$ cat config.mk
export PLATFORM = sky130hd
export DESIGN_NAME = dma_xlate_walker
export DESIGN_NICKNAME = d
export VERILOG_FILES = /design/src/rtl/dma_xlate_walker.sv
export SDC_FILE = /design/constraint.sdc
export NUM_CORES = 1
export LEC_CHECK = 0
export BUFFER_PORTS_ARGS = -buffer_cell sky130_fd_sc_hd__buf_2
export CORE_AREA = 2 2 173 175
export DETAILED_ROUTE_END_ITERATION = 10
export DIE_AREA = 0 0 175 177
export GPL_ROUTABILITY_DRIVEN = 0
export GPL_TIMING_DRIVEN = 0
export PLACE_DENSITY = 0.66
export SLEW_MARGIN = 20
export SYNTH_ARGS = -nofsm -noshare
export SYNTH_HDL_FRONTEND = slang
export SYNTH_SLANG_ARGS = --single-unit
$ cat constraint.sdc
create_clock -name clk -period 2 [get_ports clk]
set_input_delay 0.2 -clock clk [delete_from_list [all_inputs] [get_ports clk]]
set_output_delay 0.2 -clock clk [all_outputs]
set_load 0.02 [all_outputs]
$ cat src/rtl/dma_xlate_walker.sv
module dma_xlate_walker #(
  parameter int PA_W   = 52,
  parameter int IOVA_W = 48
) (
  input  logic              clk,
  input  logic              rst_n,
  input  logic [PA_W-13:0]  root_frame,
  input  logic              req_valid,
  output logic              req_ready,
  input  logic [15:0]       req_rid,
  input  logic [IOVA_W-1:0] req_iova,
  input  logic              req_write,
  output logic              mem_req_valid,
  output logic              mem_req_write,
  output logic [PA_W-1:0]   mem_req_addr,
  output logic [63:0]       mem_req_wdata,
  input  logic              mem_rsp_valid,
  input  logic [63:0]       mem_rsp_rdata,
  output logic              resp_valid,
  output logic              resp_fault,
  output logic [1:0]        resp_reason,
  output logic [PA_W-1:0]   resp_pa,
  output logic [IOVA_W-1:0] resp_iova,
  output logic [15:0]       resp_rid,
  output logic              resp_write
);
  localparam int IDX_W = 9;
  localparam int FR_W  = PA_W - 12;

  typedef enum logic [2:0] {S_IDLE, S_ROOT, S_CTX, S_WALK, S_WB, S_RESP} state_t;

  state_t            state;
  logic              waiting;
  logic [1:0]        lvl;
  logic [FR_W-1:0]   frame;
  logic [15:0]       q_rid;
  logic [IOVA_W-1:0] q_iova;
  logic              q_wr;
  logic [63:0]       pte;
  logic [PA_W-1:0]   wb_addr;
  logic [IDX_W-1:0]  lvl_idx, cur_idx;
  logic [PA_W-1:0]   ent_addr;
  logic [63:0]       new_pte;
  logic [1:0]        code;

  always_comb begin
    case (lvl)
      2'd3:    lvl_idx = q_iova[12+3*IDX_W +: IDX_W];
      2'd2:    lvl_idx = q_iova[12+2*IDX_W +: IDX_W];
      2'd1:    lvl_idx = q_iova[12+IDX_W +: IDX_W];
      default: lvl_idx = q_iova[12 +: IDX_W];
    endcase
  end

  assign cur_idx  = (state == S_ROOT) ? {{(IDX_W-8){1'b0}}, q_rid[15:8]} :
                    (state == S_CTX)  ? {{(IDX_W-8){1'b0}}, q_rid[7:0]}  : lvl_idx;
  assign ent_addr = {frame, 12'b0} + {{(PA_W-IDX_W-3){1'b0}}, cur_idx, 3'b000};
  assign new_pte  = mem_rsp_rdata | 64'h20 | (q_wr ? 64'h40 : 64'h0);

  always_comb begin
    code = 2'd0;
    if (state == S_ROOT || state == S_CTX)
      code = mem_rsp_rdata[0] ? 2'd0 : 2'd1;
    else if (state == S_WALK) begin
      if (mem_rsp_rdata[1:0] == 2'b00)     code = 2'd1;
      else if (!q_wr && !mem_rsp_rdata[0]) code = 2'd2;
      else if (q_wr && !mem_rsp_rdata[1])  code = 2'd3;
    end
  end

  assign req_ready     = (state == S_IDLE);
  assign resp_valid    = (state == S_RESP);
  assign mem_req_valid = !waiting && (state == S_ROOT || state == S_CTX ||
                                      state == S_WALK || state == S_WB);
  assign mem_req_write = (state == S_WB);
  assign mem_req_addr  = (state == S_WB) ? wb_addr : ent_addr;
  assign mem_req_wdata = pte;
  assign resp_iova     = q_iova;
  assign resp_rid      = q_rid;
  assign resp_write    = q_wr;

  always_ff @(posedge clk) begin
    if (!rst_n) begin
      state <= S_IDLE; waiting <= 1'b0; lvl <= 2'd0; frame <= '0;
      q_rid <= '0; q_iova <= '0; q_wr <= 1'b0; pte <= '0; wb_addr <= '0;
      resp_fault <= 1'b0; resp_reason <= 2'd0; resp_pa <= '0;
    end else begin
      case (state)
        S_IDLE: if (req_valid) begin
          q_rid <= req_rid; q_iova <= req_iova; q_wr <= req_write;
          frame <= root_frame; waiting <= 1'b0; state <= S_ROOT;
        end
        S_ROOT, S_CTX, S_WALK: begin
          if (!waiting) waiting <= 1'b1;
          else if (mem_rsp_valid) begin
            waiting <= 1'b0;
            if (code != 2'd0) begin
              resp_fault <= 1'b1; resp_reason <= code; resp_pa <= '0; state <= S_RESP;
            end else if (state == S_ROOT) begin
              frame <= mem_rsp_rdata[PA_W-1:12]; state <= S_CTX;
            end else if (state == S_CTX) begin
              frame <= mem_rsp_rdata[PA_W-1:12]; lvl <= 2'd3; state <= S_WALK;
            end else if (lvl != 2'd0) begin
              frame <= mem_rsp_rdata[PA_W-1:12]; lvl <= lvl - 2'd1;
            end else begin
              resp_fault <= 1'b0; resp_reason <= 2'd0;
              resp_pa <= {mem_rsp_rdata[PA_W-1:12], q_iova[11:0]};
              pte <= new_pte; wb_addr <= ent_addr;
              state <= (new_pte != mem_rsp_rdata) ? S_WB : S_RESP;
            end
          end
        end
        S_WB: begin
          if (!waiting) waiting <= 1'b1;
          else if (mem_rsp_valid) begin waiting <= 1'b0; state <= S_RESP; end
        end
        default: state <= S_IDLE;
      endcase
    end
  end
endmodule

==> Flow_metrics.wiki <==
{| class="wikitable"
! Metric !! Value
|-
| Outcome || finished with violations
|-
| Violations in the final reports || setup timing
|-
| Final worst-path cycle share || 1.27
|-
| HPWL after detailed placement || approximately 30000 um
|-
| Fraction of final layout cells sized beyond drive strength 1 || 0.531
|-
| First-pass GRT wire length || roughly 72000 um
|-
| CTS tree || yes
|-
| Reg clk slew, reported paths || approximately 0.070 ns
|-
| Category of the critical setup timing path || flop to output port
|-
| Worst Tran Pin Value || 1.03 ns
|-
| Element type at the critical path end || output port
|-
| Core Footprint || approximately 0.029 sq mm
|-
| Number of register bits inferred by synthesis || 279
|-
| Number of pins with negative max-slew slack in the final report || 0
|-
| Cells taking the most area after synthesis || dfxtp_1 (49%), nand2_1 (15%), a21oi_1 (8.5%), mux2i_1 (5.3%), a211oi_2 (4.4%)
|-
| Post-Synthesis Cells || 1380
|-
| Setup WS post-layout || -0.550 ns
|-
| Post-Syn Area per Cell || between 8 and 9 sq um
|-
| Hold depth || 3
|-
| Hold path start || root_frame[24]
|-
| Number of top-level pins || 413
|-
| Share of the yosys chip area belonging to registers || 0.487
|-
| Leading cell type by number of instances after synthesis || nand2_1
|-
| Syn. warnings || 0
|-
| Max clock buf depth || 3
|-
| Number of I/O port buffers || approximately 410
|-
| Largest stage delay, worst path || 0.48 ns
|-
| R2r startpoint || state[0]$_SDFFE_PN0P_
|-
| Buf/Inv on CP || 3
|-
| Ant diodes || 0
|-
| CTS H-tree depth || 1
|-
| Max transition margin || 0.310
|-
| Highest clock frequency the design can meet || about 0.4 GHz
|-
| Post-detailed-route wirelength per cell || around 22 um
|-
| Final critical-path required period || ~2.5 ns
|-
| Aggregate global routing overflow || 0
|-
| Num CTS Buffers || 30
|-
| Internal Pwr Total || approximately 0.011 W
|-
| Placed cell count || 2179
|-
| Crit path launch type || flop
|-
| Pre-antenna DRT Iters || 7
|-
| Switching share of power || 0.297
|-
| Hold Crit Endpoint || frame[24]$_SDFFE_PN0P_
|-
| Cell Rows || 63
|-
| Via count of the first global-routing pass || ~13000
|-
| Crit Path Max Fanout || 6
|-
| CP required || between 1.5 and 2 ns
|-
| Area share of the largest cell type after synthesis || 0.487
|-
| R2R Path End || wb_addr[33]$_SDFFE_PN0P_
|-
| RSZ-0062 raised after global routing || yes
|-
| Max-cap check violation count || 0
|-
| Number of synthesized flops with an enable pin || 0
|-
| Total Nets Final || between 2000 and 2500
|-
| Slowest-stage cell, CP || a222oi_1
|-
| Register-to-Register Path Depth || 12
|-
| Lkg Pwr || 9.55 nW
|-
| Most common library cells after synthesis || nand2_1 (469), dfxtp_1 (279), a21oi_1 (195), nor2_1 (76), mux2i_1 (61)
|-
| Detail Route Antenna Nets || 0
|-
| Number of inserted filler cells in the final layout || around 1900
|-
| Worst IR Drop VDD || ~0.68 mV
|-
| Top delay family on crit path || compound AO/OA/AOI/OAI gates
|-
| Starting utilization of the core area || 0.392
|-
| Final count of hold timing violations || 0
|-
| Data arrival, critical path || around 2.4 ns
|-
| Worst hold-check path type || input pin to flop
|-
| Worst R2R Setup Slack || -0.27 ns
|-
| Share of power burned in the clock network || 0.373
|-
| Post-synth top area cell || dfxtp_1
|-
| Root buf cell || clkbuf_16
|-
| Latest clock arrival within the worst-skew pair || about 0.56 ns
|-
| Mapped Area || 0.0115 sq mm
|-
| Largest net degree at the start of global routing || 15
|-
| Clock sinks || around 280
|-
| Routed Wire Length || ~53000 um
|-
| Initial DRC Count || slightly above 800
|-
| Area Overhead vs Synth || 84.9%
|-
| Initial antenna violation count || 0
|-
| Main flop type after synthesis || dfxtp_1
|-
| Routed vias/inst || 5.37
|-
| Count of non-filler cells in the finished layout || 2470
|-
| Setup-failing EPs final || around 240
|-
| PwrDens || approximately 730 mW/mm^2
|-
| DRC Markers || 0
|-
| Synth async-reset ratio || 0
|-
| Vias || roughly 13000
|-
| Vertical die dimension || ~180 um
|-
| X dimension of the die || between 150 and 200 um
|-
| Clk_skew || approximately 0.018 ns
|-
| Sequential power share || 0.398
|-
| Total power || about 0.015 W
|-
| Area enclosed by the die boundary || 0.0310 sq mm
|-
| Count of distinct cell types in the synthesized netlist || 54
|-
| Crit path cell chain || inv_4 > ha_4 > buf_6 > a222oi_1 > mux2i_4 > a21oi_2 > a21oi_2 > buf_6
|-
| Sw power || between 0.004 and 0.005 W
|-
| Global Route Usage Sum || 0.295
|-
| Share of power burned in combinational logic || 0.229
|}
-- registers in the layout, summed over array words and instances (netlist names) --
signal,flops
resp_pa,52
resp_fault,1
waiting,1
resp_rid,16
frame,40
state,3
resp_iova,48
resp_write,1
resp_reason,2
mem_req_wdata,64
wb_addr,49
lvl,2
-- final cells by class --
class                      count  area (sq um)  share of cell area
buffer                       104          1200              0.0568
inverter                      16          80.1             0.00377
clock inverter                 9           104             0.00489
multi-input combinational    975          7330               0.345
clock buffer                  46           912              0.0430
sequential                   279          5600               0.264
timing repair inverter         1          16.3            0.000767
tap                          390           488              0.0230
timing repair buffer         650          5490               0.259
-- layout by cell type (no fill, tap or decap), types with 9 or more instances in the layout --
cell type,count
a22o_1,34
clkbuf_1,36
buf_8,25
a21oi_2,91
dfxtp_1,274
mux2i_1,55
buf_12,48
a211oi_2,40
nor2_1,35
dlygate4sd3_1,128
a222oi_1,9
buf_6,68
buf_16,11
buf_4,46
inv_1,11
nand2_2,89
nand2_1,247
nor2_2,25
clkbuf_16,56
nand2_4,131
clkbuf_8,11
nor2_4,17
a21oi_1,102
buf_2,364
-- worst min-delay path, stage by stage --
cell and delay, ns:
buf_2 0.10, mux2i_1 0.15, a211oi_2 0.08
-- metrics by stage --
step	utilization	TNS [ns]	setup WS, ns	hold WS [ns]	area, sq um
detailed placement	0.479	-71.58	-0.734	0.444	14000
finish	0.726	-38.28	-0.550	0.0154	21200
floorplan	-	0	0.0551	0.326	11500
CTS	0.668	-29.05	-0.494	0.0103	19500
global placement	0.479	-64.67	-0.690	0.440	14000
global route	0.726	-51.95	-0.621	0.0272	21200
-- per-layer routing --
metal,track usage,routed length (um),vias up
met3,0.0619,3920,200
met2,0.537,26600,730
li1,-,-,6019
met5,0,0,-
met1,0.334,19700,6324
met4,0.127,3230,0
-- power groups by stage --
stage	Combinational [W]	Sequential [W]	Clock, W
after floorplan	0.00120	0.00620	0
after global placement	0.00212	0.00611	0
after detailed placement	0.00213	0.00612	0
after CTS	0.00323	0.00605	0.00577
after global routing	0.00370	0.00617	0.00602
final	0.00355	0.00615	0.00576
-- cell families after synthesis --
group / after synthesis / synth area share
DFF: 279 / 0.487
buffers and inverters: 129 / 0.0564
other: 1 / 0.000327
xor gates and xnor gates: 1 / 0.000763
and+or+nand+nor: 576 / 0.199
adders and majority gates: 5 / 0.00545
AOI/OAI and AO/OA: 327 / 0.197
muxes: 62 / 0.0542
-- repair_timing --
item,CTS,global route
hold buffers,128,0
pin swaps,141,146
buffers inserted,69,31
endpoints found under the hold margin,167,0
gates resized for setup,508,443
cloned,32,13
endpoints found under the setup margin,291,311
-- worst max-delay path by stage --
stage	cells past startpoint	slack (ns)	from	endpoint
floorplan	8	0.06	state[0]$_SDFFE_PN0P_	mem_req_addr[10]
global placement	8	-0.69	state[0]$_SDFFE_PN0P_	mem_req_addr[10]
detailed placement	8	-0.73	state[0]$_SDFFE_PN0P_	mem_req_addr[10]
CTS	8	-0.49	lvl[1]$_SDFFE_PN0P_	mem_req_addr[9]
global route	8	-0.62	lvl[1]$_SDFFE_PN0P_	mem_req_addr[9]
finish	8	-0.55	lvl[1]$_SDFFE_PN0P_	mem_req_addr[9]
Note: power is estimated with default switching activity, not from simulation.
